## src/rtl/anagpio_pkg.sv

```systemverilog
package anagpio_pkg;
    localparam int ADDR_W    = 2;
    localparam int MUX_BITS  = 3;
    localparam int TRIG1_BIT = 3;
    localparam int TRIG2_BIT = 4;

    localparam logic [ADDR_W-1:0] REG_PA_DATA = 2'd0;
    localparam logic [ADDR_W-1:0] REG_PB_DATA = 2'd1;
    localparam logic [ADDR_W-1:0] REG_PA_DIR  = 2'd2;

    typedef enum logic [1:0] {
        RD_IDLE = 2'd0,
        RD_FILL = 2'd1,
        RD_DONE = 2'd2
    } rd_state_e;
endpackage

```

## src/rtl/anagpio_sync2.sv

```systemverilog
module anagpio_sync2 #(
    parameter int W = 8
) (
    input  logic         clk,
    input  logic         rst_n,
    input  logic         en,
    input  logic [W-1:0] d,
    output logic [W-1:0] q
);
    logic [W-1:0] stage1;
    logic [W-1:0] stage2;

    always_ff @(posedge clk or negedge rst_n) begin
        if (!rst_n) begin
            stage1 <= '0;
            stage2 <= '0;
        end else if (en) begin
            stage1 <= d;
            stage2 <= stage1;
        end
    end

    assign q = stage2;
endmodule

```

## src/rtl/anagpio_rd_fsm.sv

```systemverilog
module anagpio_rd_fsm
    import anagpio_pkg::*;
(
    input  logic              clk,
    input  logic              rst_n,
    input  logic              rd,
    input  logic [ADDR_W-1:0] addr,
    output logic              sync_a_en,
    output logic              sync_b_en,
    output logic [ADDR_W-1:0] sel_addr,
    output logic              rvalid
);
    rd_state_e         state_q;
    rd_state_e         state_d;
    logic [ADDR_W-1:0] addr_q;
    logic              accept;

    assign accept = (state_q == RD_IDLE) && rd;

    always_ff @(posedge clk or negedge rst_n) begin
        if (!rst_n) begin
            state_q <= RD_IDLE;
            addr_q  <= '0;
        end else begin
            state_q <= state_d;
            if (accept) addr_q <= addr;
        end
    end

    always_comb begin
        state_d = state_q;
        unique case (state_q)
            RD_IDLE: if (rd) state_d = RD_FILL;
            RD_FILL: state_d = RD_DONE;
            RD_DONE: state_d = RD_IDLE;
            default: state_d = RD_IDLE;
        endcase
    end

    always_comb begin
        sync_a_en = 1'b0;
        sync_b_en = 1'b0;
        rvalid    = 1'b0;
        unique case (state_q)
            RD_IDLE: begin
                sync_a_en = accept && (addr == REG_PA_DATA);
                sync_b_en = accept && (addr == REG_PB_DATA);
            end
            RD_FILL: begin
                sync_a_en = (addr_q == REG_PA_DATA);
                sync_b_en = (addr_q == REG_PB_DATA);
            end
            RD_DONE: rvalid = 1'b1;
            default: rvalid = 1'b0;
        endcase
    end

    assign sel_addr = addr_q;
endmodule

```

## src/rtl/anagpio_regs.sv

```systemverilog
module anagpio_regs
    import anagpio_pkg::*;
#(
    parameter int           W      = 8,
    parameter logic [W-1:0] MASK_A = '1
) (
    input  logic                clk,
    input  logic                rst_n,
    input  logic                wr,
    input  logic [ADDR_W-1:0]   addr,
    input  logic [W-1:0]        wdata,
    input  logic [MUX_BITS-1:0] maddr_in,
    input  logic                maddr_upd,
    output logic [W-1:0]        ddr_q,
    output logic [W-1:0]        latch_q,
    output logic [MUX_BITS-1:0] maddr_q
);
    always_ff @(posedge clk or negedge rst_n) begin
        if (!rst_n) begin
            ddr_q   <= '0;
            latch_q <= '0;
            maddr_q <= '0;
        end else begin
            if (wr && addr == REG_PA_DATA) latch_q <= wdata & MASK_A;
            if (wr && addr == REG_PA_DIR)  ddr_q   <= wdata & MASK_A;
            if (maddr_upd)                 maddr_q <= maddr_in;
        end
    end
endmodule

```

## src/rtl/anagpio_view.sv

```systemverilog
module anagpio_view
    import anagpio_pkg::*;
#(
    parameter int           W      = 8,
    parameter logic [W-1:0] MASK_A = '1,
    parameter logic [W-1:0] MASK_B = '1
) (
    input  logic                mux_mode,
    input  logic                trig1_mode,
    input  logic                trig2_mode,
    input  logic [W-1:0]        ddr_q,
    input  logic [W-1:0]        latch_q,
    input  logic [MUX_BITS-1:0] maddr_q,
    input  logic [W-1:0]        pa_sync,
    input  logic [W-1:0]        pb_sync,
    input  logic [ADDR_W-1:0]   sel_addr,
    input  logic                rvalid,
    output logic [W-1:0]        pa_out,
    output logic [W-1:0]        pa_oe,
    output logic [W-1:0]        rdata
);
    logic [W-1:0] force_out;
    logic [W-1:0] force_in;
    logic [W-1:0] alt_val;
    logic [W-1:0] drive;
    logic [W-1:0] out_raw;
    logic [W-1:0] a_view;

    for (genvar i = 0; i < W; i++) begin : g_bit
        if (i < MUX_BITS) begin : g_mux
            assign force_out[i] = mux_mode;
            assign alt_val[i]   = maddr_q[i];
        end else begin : g_plain
            assign force_out[i] = 1'b0;
            assign alt_val[i]   = 1'b0;
        end
        if (i == TRIG1_BIT) begin : g_t1
            assign force_in[i] = trig1_mode;
        end else if (i == TRIG2_BIT) begin : g_t2
            assign force_in[i] = trig2_mode;
        end else begin : g_nt
            assign force_in[i] = 1'b0;
        end
    end

    assign drive   = force_out | (ddr_q & ~force_in);
    assign out_raw = (force_out & alt_val) | (~force_out & latch_q);
    assign pa_oe   = drive & MASK_A;
    assign pa_out  = out_raw & MASK_A;
    assign a_view  = ((drive & out_raw) | (~drive & pa_sync)) & MASK_A;

    always_comb begin
        rdata = '0;
        if (rvalid) begin
            unique case (sel_addr)
                REG_PA_DATA: rdata = a_view;
                REG_PB_DATA: rdata = pb_sync & MASK_B;
                REG_PA_DIR:  rdata = ddr_q & MASK_A;
                default:     rdata = '0;
            endcase
        end
    end
endmodule

```

## src/rtl/anagpio_port.sv

```systemverilog
module anagpio_port
    import anagpio_pkg::*;
#(
    parameter int           W      = 8,
    parameter logic [W-1:0] MASK_A = 8'hDF,
    parameter logic [W-1:0] MASK_B = 8'h3F
) (
    input  logic                clk,
    input  logic                rst_n,
    input  logic [ADDR_W-1:0]   bus_addr,
    input  logic                bus_rd,
    input  logic                bus_wr,
    input  logic [W-1:0]        bus_wdata,
    output logic [W-1:0]        bus_rdata,
    output logic                bus_rvalid,
    input  logic [W-1:0]        pa_in,
    output logic [W-1:0]        pa_out,
    output logic [W-1:0]        pa_oe,
    input  logic [W-1:0]        pb_in,
    input  logic                mux_mode,
    input  logic                trig1_mode,
    input  logic                trig2_mode,
    input  logic [MUX_BITS-1:0] maddr_in,
    input  logic                maddr_upd
);
    logic              sync_a_en;
    logic              sync_b_en;
    logic [ADDR_W-1:0] sel_addr;
    logic [W-1:0]      pa_sync;
    logic [W-1:0]      pb_sync;
    logic [W-1:0]      ddr_q;
    logic [W-1:0]      latch_q;
    logic [MUX_BITS-1:0] maddr_q;

    anagpio_rd_fsm u_fsm (
        .clk       (clk),
        .rst_n     (rst_n),
        .rd        (bus_rd),
        .addr      (bus_addr),
        .sync_a_en (sync_a_en),
        .sync_b_en (sync_b_en),
        .sel_addr  (sel_addr),
        .rvalid    (bus_rvalid)
    );

    anagpio_sync2 #(.W(W)) u_sync_a (
        .clk   (clk),
        .rst_n (rst_n),
        .en    (sync_a_en),
        .d     (pa_in),
        .q     (pa_sync)
    );

    anagpio_sync2 #(.W(W)) u_sync_b (
        .clk   (clk),
        .rst_n (rst_n),
        .en    (sync_b_en),
        .d     (pb_in),
        .q     (pb_sync)
    );

    anagpio_regs #(.W(W), .MASK_A(MASK_A)) u_regs (
        .clk       (clk),
        .rst_n     (rst_n),
        .wr        (bus_wr),
        .addr      (bus_addr),
        .wdata     (bus_wdata),
        .maddr_in  (maddr_in),
        .maddr_upd (maddr_upd),
        .ddr_q     (ddr_q),
        .latch_q   (latch_q),
        .maddr_q   (maddr_q)
    );

    anagpio_view #(.W(W), .MASK_A(MASK_A), .MASK_B(MASK_B)) u_view (
        .mux_mode   (mux_mode),
        .trig1_mode (trig1_mode),
        .trig2_mode (trig2_mode),
        .ddr_q      (ddr_q),
        .latch_q    (latch_q),
        .maddr_q    (maddr_q),
        .pa_sync    (pa_sync),
        .pb_sync    (pb_sync),
        .sel_addr   (sel_addr),
        .rvalid     (bus_rvalid),
        .pa_out     (pa_out),
        .pa_oe      (pa_oe),
        .rdata      (bus_rdata)
    );
endmodule

```

## config.mk

```make
export PLATFORM = sky130hd
export DESIGN_NAME = anagpio_port
export DESIGN_NICKNAME = d
export VERILOG_FILES = /design/src/rtl/anagpio_pkg.sv /design/src/rtl/anagpio_sync2.sv /design/src/rtl/anagpio_rd_fsm.sv /design/src/rtl/anagpio_regs.sv /design/src/rtl/anagpio_view.sv /design/src/rtl/anagpio_port.sv
export SDC_FILE = /design/constraint.sdc
export NUM_CORES = 1
export LEC_CHECK = 0
export BUFFER_PORTS_ARGS = -buffer_cell sky130_fd_sc_hd__buf_2
export CAP_MARGIN = 20
export CORE_MARGIN = 8
export CORE_UTILIZATION = 51
export CTS_CLUSTER_DIAMETER = 100
export DETAILED_ROUTE_END_ITERATION = 8
export PLACE_DENSITY = 0.9
export SLEW_MARGIN = 30
export SYNTH_ARGS = -nofsm -noshare
export SYNTH_HDL_FRONTEND = slang
export SYNTH_SLANG_ARGS = --single-unit
```

## constraint.sdc

```tcl
create_clock -name clk -period 2.05 [get_ports clk]
set_clock_uncertainty 0.2 [all_clocks]
set_input_delay 0.41 -clock clk [delete_from_list [all_inputs] [get_ports clk]]
set_output_delay 0.41 -clock clk [all_outputs]
set_load 0.03 [all_outputs]
```

* Yosys cells after proc, flatten, opt, wreduce, memory -nomap -nowiden *
Cells that the tools add are included.

word-level totals
  register bits after elaboration = 49
  input bits = 37
  output and inout bits = 25
  word-level logic and storage cells = 42

cells by class
  eq/ne operators = 7
  multiplexer cells = 7
  bitwise gates (word level) = 11
  reductions and logical operators = 8

operators with widths
  kind                  number
  $and A8 B8 Y8         4
  $pmux W8 S3           1
  $or A8 B8 Y8          2
  $mux W8               1
  $not A3 Y8            1
  $not A5 Y8            1
  $not A8 Y8            1
  $or A3 B8 Y8          1
  $eq A2 B1 Y1 const B  3
  $eq A2 B2 Y1 const B  3
  $logic_not A2 Y1      3
  $logic_and A1 B1 Y1   5
  $pmux W1 S2           2
  $pmux W2 S2           1
  $and A3 B3 Y3         1
  $mux W2               1
  $ne A2 B2 Y1 const B  1
  $mux W1               1

* Depth between registers and ports, before layout *
Gate-level depths: netlist of run 1.

  depth after elaboration = 8
  depth in mapped cells = 5
  depth with buffers taken out = 4

* By module *
From an unflattened synthesis of run 1, not the netlist that was laid out.

second synthesis, totals
  cells, all modules = 174
  area total of the unflattened synthesis = 2,504.9 µm²

modules (own cells, without submodules)
  module          instances  cells each  area an instance (µm²)
  anagpio_sync2   2          34          649.4
  anagpio_regs    1          39          665.6
  anagpio_view    1          52          347.8
  anagpio_rd_fsm  1          15          192.7

* Least setup slack after synthesis of run 1 *
No wires, ideal clock.

  kind = in2out
  start point = input port mux_mode
  end point = output port bus_rdata[0]
  data arrival time = 1.728 ns
  required time = 1.440 ns
  slack = -0.288 ns
  cell stages on the path = 4
  path buffers = 0
  cells stage by stage = or2_2 mux2i_1 or3_1 a21oi_1

between the ends
  longest elaborated chain between the ends = 7

RTL lines
  what            line                text
  from (decl)     anagpio_port.sv:20  input logic mux_mode,
  $not A3 Y8      anagpio_view.sv:47  assign out_raw = (force_out & alt_val) | (~force_out & latch_q);
  $and A8 B8 Y8   anagpio_view.sv:47
  $or A8 B8 Y8    anagpio_view.sv:47
  $and A8 B8 Y8   anagpio_view.sv:50  assign a_view = ((drive & out_raw) | (~drive & pa_sync)) & MASK_A;
  $or A8 B8 Y8 *  anagpio_view.sv:50
  $pmux W8 S3 *   anagpio_view.sv:55  unique case (sel_addr)
  $mux W8 *       anagpio_view.sv:54  if (rvalid) begin
  to (decl)       anagpio_port.sv:14  output logic [W-1:0] bus_rdata,

Every way passes the cells marked *; elsewhere a longest branch is shown, timed or not.

* Worst setup path after layout of run 1 *
  start point = register u_regs.ddr_q[0]
  end point = output port bus_rdata[0]

between the ends
  longest elaborated chain between the ends = 7

RTL lines
  what                    line                text
  from (decl)             anagpio_regs.sv:14  output logic [W-1:0] ddr_q,
  from (signal assigned)  anagpio_regs.sv:25  if (wr && addr == REG_PA_DIR) ddr_q <= wdata & MASK_A;
  $and A8 B8 Y8           anagpio_view.sv:46  assign drive = force_out | (ddr_q & ~force_in);
  $or A3 B8 Y8            anagpio_view.sv:46
  $not A8 Y8              anagpio_view.sv:50
  $and A8 B8 Y8           anagpio_view.sv:50
  $or A8 B8 Y8            anagpio_view.sv:50
  $pmux W8 S3 *           anagpio_view.sv:55
  $mux W8 *               anagpio_view.sv:54

Marked as above.

==> results.md, run 1 <==
* Total routed wirelength at 5690 um
* Fin worst setup slack at -0.235 ns
* DRC errors left at 0
* #FFs+latches synth at 47
* Failing checks: negative setup slack
* Worst skew pair latency at 0.30 ns
* Via count at 1596
* Die area at 6650 um^2
* Initial antenna violation count at 0
* Setup CP Type: reg -> out
* Unrepaired setup endpoints after global routing: yes
* CTS tree: done
* Most common cell after layout, fill and taps aside: buf_2
* CP endpoint kind: primary output
* Worst-margin pin slew at 0.507 ns
* Highest Signal Layer: met4
* Port-buffer cells at 55
* Layout Area Growth over Synthesis at 37.4%
* Clk root buf: clkbuf_8
* Post-Syn Area at 2190 um^2
* Max Cap Violations at 0
* Synth Area in Compound Gates at 5.54%
* Fin crit period at 2.29 ns
* Dpl ws at -0.186 ns
* Pleak at 1.41 nW
* Crit path largest cell delay at 0.39 ns
* Worst reg2reg path depth at 6
* Simple-gate share of the synthesized area at 7.48%
* Post-route ant nets at 0
* Multiplexer share of the synthesized area at 28.8%
* 1st-iter DRT viols at 123
* Setup Viol. Count Final at 8
* Total CTS buffers at 5
* Drt first pass iters at 4
* Crit Path Max Fanout at 2
* CTS sink cnt at 47
* Average routed wire per standard cell at 19.8 um
* Gate Count Post-Synth at 157
* Routed met1 length at 2270 um
* Tot GR Track Use at 16.2%
* Worst rel slew slack at 66.2%
* Aggregate global routing overflow at 0
* Post-synthesis adder-cell area fraction at 0%
* Setup crit start kind: flip-flop
* Max-slew violations at 0
* Area post-placement at 2660 um^2
* Worst Path Arrival at 1.68 ns
* Placer Congestion at 0.769
* Yosys warning total at 0
* Worst path slowest cell: dfrtp_1
* Clock buffer depth at 2
* Fin nets at 272
* Io pins at 62
* Met3 routed WL at 334 um
* Final hold viol count at 0
* Mean Syn Cell Area at 14.0 um^2
* Post-Place Cells at 267
* Finished Layout Cells at 288
* CP cell instances: or2_4 -> mux2i_1 -> or3_4 -> a21oi_4 -> buf_6
* CTS clk-pin slew, worst paths at 0.09 ns
* Status: finished with violations
* Final period utilization at 111%
* Final instance area at 3010 um^2
* Vias in the first global route at 1662
* Worst hold path type: in -> reg
* WHS Path Cells at 2
* XOR/XNOR share of the synthesized area at 0%
* Combinational family with the most area after synthesis: multiplexers
* WHS at 0.133 ns
* Initial Utilization at 51.7%
* DIE WIDTH at 81.5 um
* Worst Path Required at 1.44 ns
* Vias per std cell at 5.54
* Largest net degree at the start of global routing at 29
* Die span in y at 81.5 um
* First-pass GRT wire length at 8140 um
* Post-DP HPWL at 3690 um
* Fmax at 0.438 GHz
* # rows at 24
* Ant diodes at 0
* Most frequent cells in the layout: buf_2 (47), dfrtp_1 (45), mux2_2 (39)
* Final core occ at 71.1%
* WL met2 at 2920 um
* Maximum vdd drop at 0.649 mV
* H-tree depth at 2
* Core area at 4230 um^2
* Share of cells above drive strength 1 at 72.5%
* PwrDens at 1130 nW/um^2
* Unique masters post-synth at 27
* Sequential share of the synthesized area at 53.7%
critical path, delay by kind of cell (launching register included):
kind,cells,cell delay [ns]
buffers and inverters,1,0.14
AOI/OAI and AO/OA,1,0.13
DFF,1,0.39
muxes,1,0.13
and+or+nand+nor,2,0.58
cell usage after synthesis:
cell,count,area share (%)
a32oi_2,1,0.74
a22oi_1,5,1.7
nor2b_1,3,0.86
or2b_1,1,0.34
or3_1,3,0.86
mux2_2,40,21
clkbuf_1,1,0.17
nor2_1,4,0.69
dfrtp_1,47,54
conb_1,1,0.17
or2_2,3,0.86
mux2_4,10,6.9
nor2b_2,2,0.80
o21ai_0,2,0.46
nor3b_2,1,0.57
a211oi_1,2,0.69
buf_4,9,3.1
nand3b_1,1,0.34
a22o_4,1,0.80
nor3b_4,1,0.86
inv_1,2,0.34
mux2i_1,3,1.4
and3_1,1,0.29
buf_2,1,0.23
a21oi_1,5,1.1
buf_6,1,0.51
nand2_1,6,1.0
metal layers:
layer | GRT usage [%] | vias to the layer above
li1 | - | 706
met1 | 18.5 | 823
met3 | 5.69 | 15
met2 | 27.0 | 52
met4 | 6.43 | 0
met5 | 0 | -
where the power goes:
part           internal [mW]  switching, mW
logic                  0.714          0.565
clock network          0.308          0.304
registers               1.26          0.244
total                   2.29           1.11
flip-flops by register name, summed over array words and instances, names as in the netlist:
| signal | flops |
|---|---|
| u_regs.ddr_q | 7 |
| u_regs.latch_q | 7 |
| u_sync_a.q | 7 |
| u_sync_a.stage1 | 7 |
| u_sync_b.q | 6 |
| u_sync_b.stage1 | 6 |
| u_regs.maddr_q | 3 |
| u_fsm.sel_addr | 2 |
| u_fsm.state_q | 2 |
final timing paths:
| check | to | start | slack, ns |
|---|---|---|---|
| setup / recovery | bus_rdata[0] | u_regs.ddr_q[0] | -0.24 |
| hold / removal | u_regs.maddr_q[2] | maddr_in[2] | 0.13 |
| setup reg to reg | u_sync_b.stage1[2] | u_fsm.sel_addr[0] | 0.04 |
| hold reg to reg | u_sync_a.stage1[6] | u_sync_a.stage1[6] | 0.31 |
| max in group asynchronous | u_fsm.sel_addr[1] | rst_n | 0.72 |
| min in group asynchronous | u_sync_b.stage1[2] | rst_n | 0.40 |
area by class of cell:
class	count	area [um^2]
clock buffer	8	100
fill	272	1220
inverter	2	7.51
multi-input combinational	97	1080
sequential	47	1180
tap	52	65.1
timing repair buffer	82	577
cell families (layout without fill, tap and decap cells):
kind of cell	count (synthesis)	in the layout
flip-flops	47	47
AO/OA/AOI/OAI	16	16
multiplexers	53	53
AND/OR/NAND/NOR	26	26
other	1	2
buffers and inverters	14	92
what timing repair did:
item                       4_1_cts  5_1_grt
resized for setup               29       12
hold endpoints to repair        19        0
hold buffers                     1        0
setup endpoints to repair        8        8
setup buffers                    5        7
pin swaps                        3       12
stage by stage:
stage | TNS (ns) | power [mW]
after floorplan | 0 | 2.24
after global placement | -0.536 | 2.49
after detailed placement | -0.596 | 2.55
after CTS | -1.08 | 3.26
after global routing | -1.52 | 3.55
final | -1.13 | 3.40
Note: power is estimated with default switching activity, not from simulation.
==> run 2: changes to the inputs <==
PLACE_DENSITY = unset   (was 0.9)
PLACE_DENSITY_LB_ADDON = 0.08   (was unset)
==> run 2 against run 1 <==
The run still ends with negative setup slack left. Clock power is 13% higher. Register-to-register slack improved by 0.09 ns. Worst setup slack got worse by 0.053 ns. Critical path type unchanged. Maximum frequency decreased by 2.3%. Utilization decreased by 0.89 points. Flip-flop and latch count stayed put. Die area unchanged. Worst hold slack better by 0.0015 ns. Sequential share of layout area grew 0.49 points. Via count decreased by 6.2%. Final cell count shrank 1.4%. Critical path depth stayed put.
==> results.md, run 2 (synthesis gave the netlist of run 1 again) <==
* Top delay family on crit path: simple AND/OR/NAND/NOR gates
* Post-route ant nets at 0 (unchanged)
* Placer Congestion at 0.797 (+3.7%)
* Initial Utilization at 51.7% (unchanged)
* Pleak at 1.38 nW (-2.5%)
* DRC errors left at 0 (unchanged)
* Clock buffer depth at 2 (unchanged)
* CTS sink cnt at 47 (unchanged)
* Finished Layout Cells at 284 (-1.4%)
* Worst Path Arrival at 1.73 ns (+0.05 ns)
* Crit Path Max Fanout at 2 (unchanged)
* Die area at 6650 um^2 (unchanged)
* Critical path depth at 5 (unchanged)
* Failing checks: negative setup slack
* Final hold viol count at 0 (unchanged)
* Total chip power at 3.37 mW (-0.82%)
* Core area at 4230 um^2 (unchanged)
* Setup Viol. Count Final at 7 (-1)
* Capturing point of the worst reg2reg path: u_sync_b.q[0]
* Setup CP Type: reg -> out
* PwrDens at 1130 nW/um^2 (+0.43%)
* Total CTS buffers at 5 (unchanged)
* Worst reg2reg path depth at 6 (unchanged)
* Vias per std cell at 5.27 (-4.9%)
* Aggregate global routing overflow at 0 (unchanged)
* Area post-placement at 2670 um^2 (+0.28%)
* Fin crit period at 2.34 ns (+0.0530 ns)
* Layout Area Growth over Synthesis at 35.6%
* Io pins at 62 (unchanged)
* CP endpoint kind: primary output
* Post-Place Cells at 268 (+0.37%)
* Drt first pass iters at 4 (unchanged)
* Final period utilization at 114% (+2.6 points)
* Setup crit start kind: flip-flop
* Crit path largest cell delay at 0.40 ns (about the same)
* Via count at 1497 (-6.2%)
* # rows at 24 (unchanged)
* Fin nets at 268 (-1.5%)
* Crit Reg-Reg Startpoint: u_fsm.state_q[0]
* Ant diodes at 0 (unchanged)
* 1st-iter DRT viols at 52 (-58%)
* Share of cells above drive strength 1 at 72.8% (+0.39 points)
* Status: finished with violations
* Worst hold path type: in -> reg
* Largest net degree at the start of global routing at 29 (unchanged)
* Maximum vdd drop at 0.727 mV (+12%)
* H-tree depth at 2 (unchanged)
* Post-DP HPWL at 3940 um (+6.6%)
* Die span in y at 81.5 um (unchanged)
* CTS tree: done
* Clk root buf: clkbuf_8
* WHS Path Cells at 2 (unchanged)
* Initial antenna violation count at 0 (unchanged)
* CTS clk-pin slew, worst paths at 0.09 ns (about the same)
* Most frequent cells in the layout: buf_2 (47), dfrtp_1 (45), mux2_2 (40)
* Average routed wire per standard cell at 17.9 um (-9.5%)
* Final instance area at 2970 um^2 (-1.2%)
* Worst Path Required at 1.44 ns (about the same)
* Worst path slowest cell: dfrtp_1
* Tot GR Track Use at 16.4% (+0.21 points)
* Vias in the first global route at 1675 (+0.78%)
* First-pass GRT wire length at 8300 um (+2.0%)
* Fmax at 0.428 GHz (-2.3%)
* Worst skew pair latency at 0.29 ns (about the same)
* Port-buffer cells at 55 (unchanged)
* Max-slew violations at 0 (unchanged)
* Total routed wirelength at 5080 um (-11%)
* FF-to-FF setup slack at 0.13 ns (+0.09 ns)
* Critical Path Start: u_regs.ddr_q[1]
* Unrepaired setup endpoints after global routing: yes
* DIE WIDTH at 81.5 um (unchanged)
* Worst setup path end: bus_rdata[1]
* CP cell instances: or2_4 -> mux2i_1 -> or3_4 -> a21oi_4 -> buf_6
* Max Cap Violations at 0 (unchanged)
* Fin worst setup slack at -0.288 ns (-0.0530 ns)
* Most common cell after layout, fill and taps aside: buf_2
* CP Buf/Inv Count at 1 (unchanged)
run 2: what timing repair did:
| action | in CTS | in global routing |
|---|---|---|
| setup buffers | 6 | 1 |
| pin swaps | 15 | 5 |
| setup endpoints to repair | 8 | 8 |
| gates resized for setup | 34 | 5 |
| hold buffers | 1 | 0 |
| endpoints found under the hold margin | 19 | 0 |
| gates cloned | 0 | 0 |
run 2: final cells by class:
type	count	area, um^2
Inverter	2	7.51
Sequential cell	47	1180
Timing Repair Buffer	78	526
Fill cell	312	1260
Clock inverter	3	46.3
Multi-Input combinational cell	97	1080
Tap cell	52	65.1
Clock buffer	5	68.8
run 2: layer usage:
metal | track usage, % | vias up | part of all wire [%]
li1 | - | 694 | -
met1 | 19.7 | 762 | 41
met2 | 27.8 | 35 | 52
met3 | 4.05 | 6 | 5.4
met4 | 5.54 | 0 | 1.3
met5 | 0 | - | 0
run 2: metrics by stage:
step | hold slack, ns | worst slack [ns] | TNS (ns) | utilization, %
6_report | 0.134 | -0.288 | -0.948 | 70.2
2_1_floorplan | -0.0856 | 0.00313 | 0 | -
4_1_cts | 0.127 | -0.291 | -0.979 | 69.6
3_5_place_dp | 0.194 | -0.208 | -0.618 | 63.0
5_1_grt | 0.123 | -0.345 | -1.47 | 70.2
3_3_place_gp | 0.180 | -0.187 | -0.538 | 63.0
run 2: how the worst min path moves through the flow:
stage	start	end	slack [ns]
5_1_grt	pa_in[4]	u_sync_a.stage1[4]	0.12
4_1_cts	pa_in[6]	u_sync_a.stage1[6]	0.13
3_3_place_gp	rst_n	u_sync_b.stage1[4]	0.18
3_5_place_dp	rst_n	u_sync_b.q[4]	0.19
6_report	pa_in[6]	u_sync_a.stage1[6]	0.13
2_1_floorplan	rst_n	u_fsm.sel_addr[0]	-0.09
run 2: where the power goes:
part           internal [mW]  switching (mW)  total [mW]
sequential              1.26           0.227        1.49
combinational          0.663           0.527        1.19
clock                  0.367           0.323       0.691
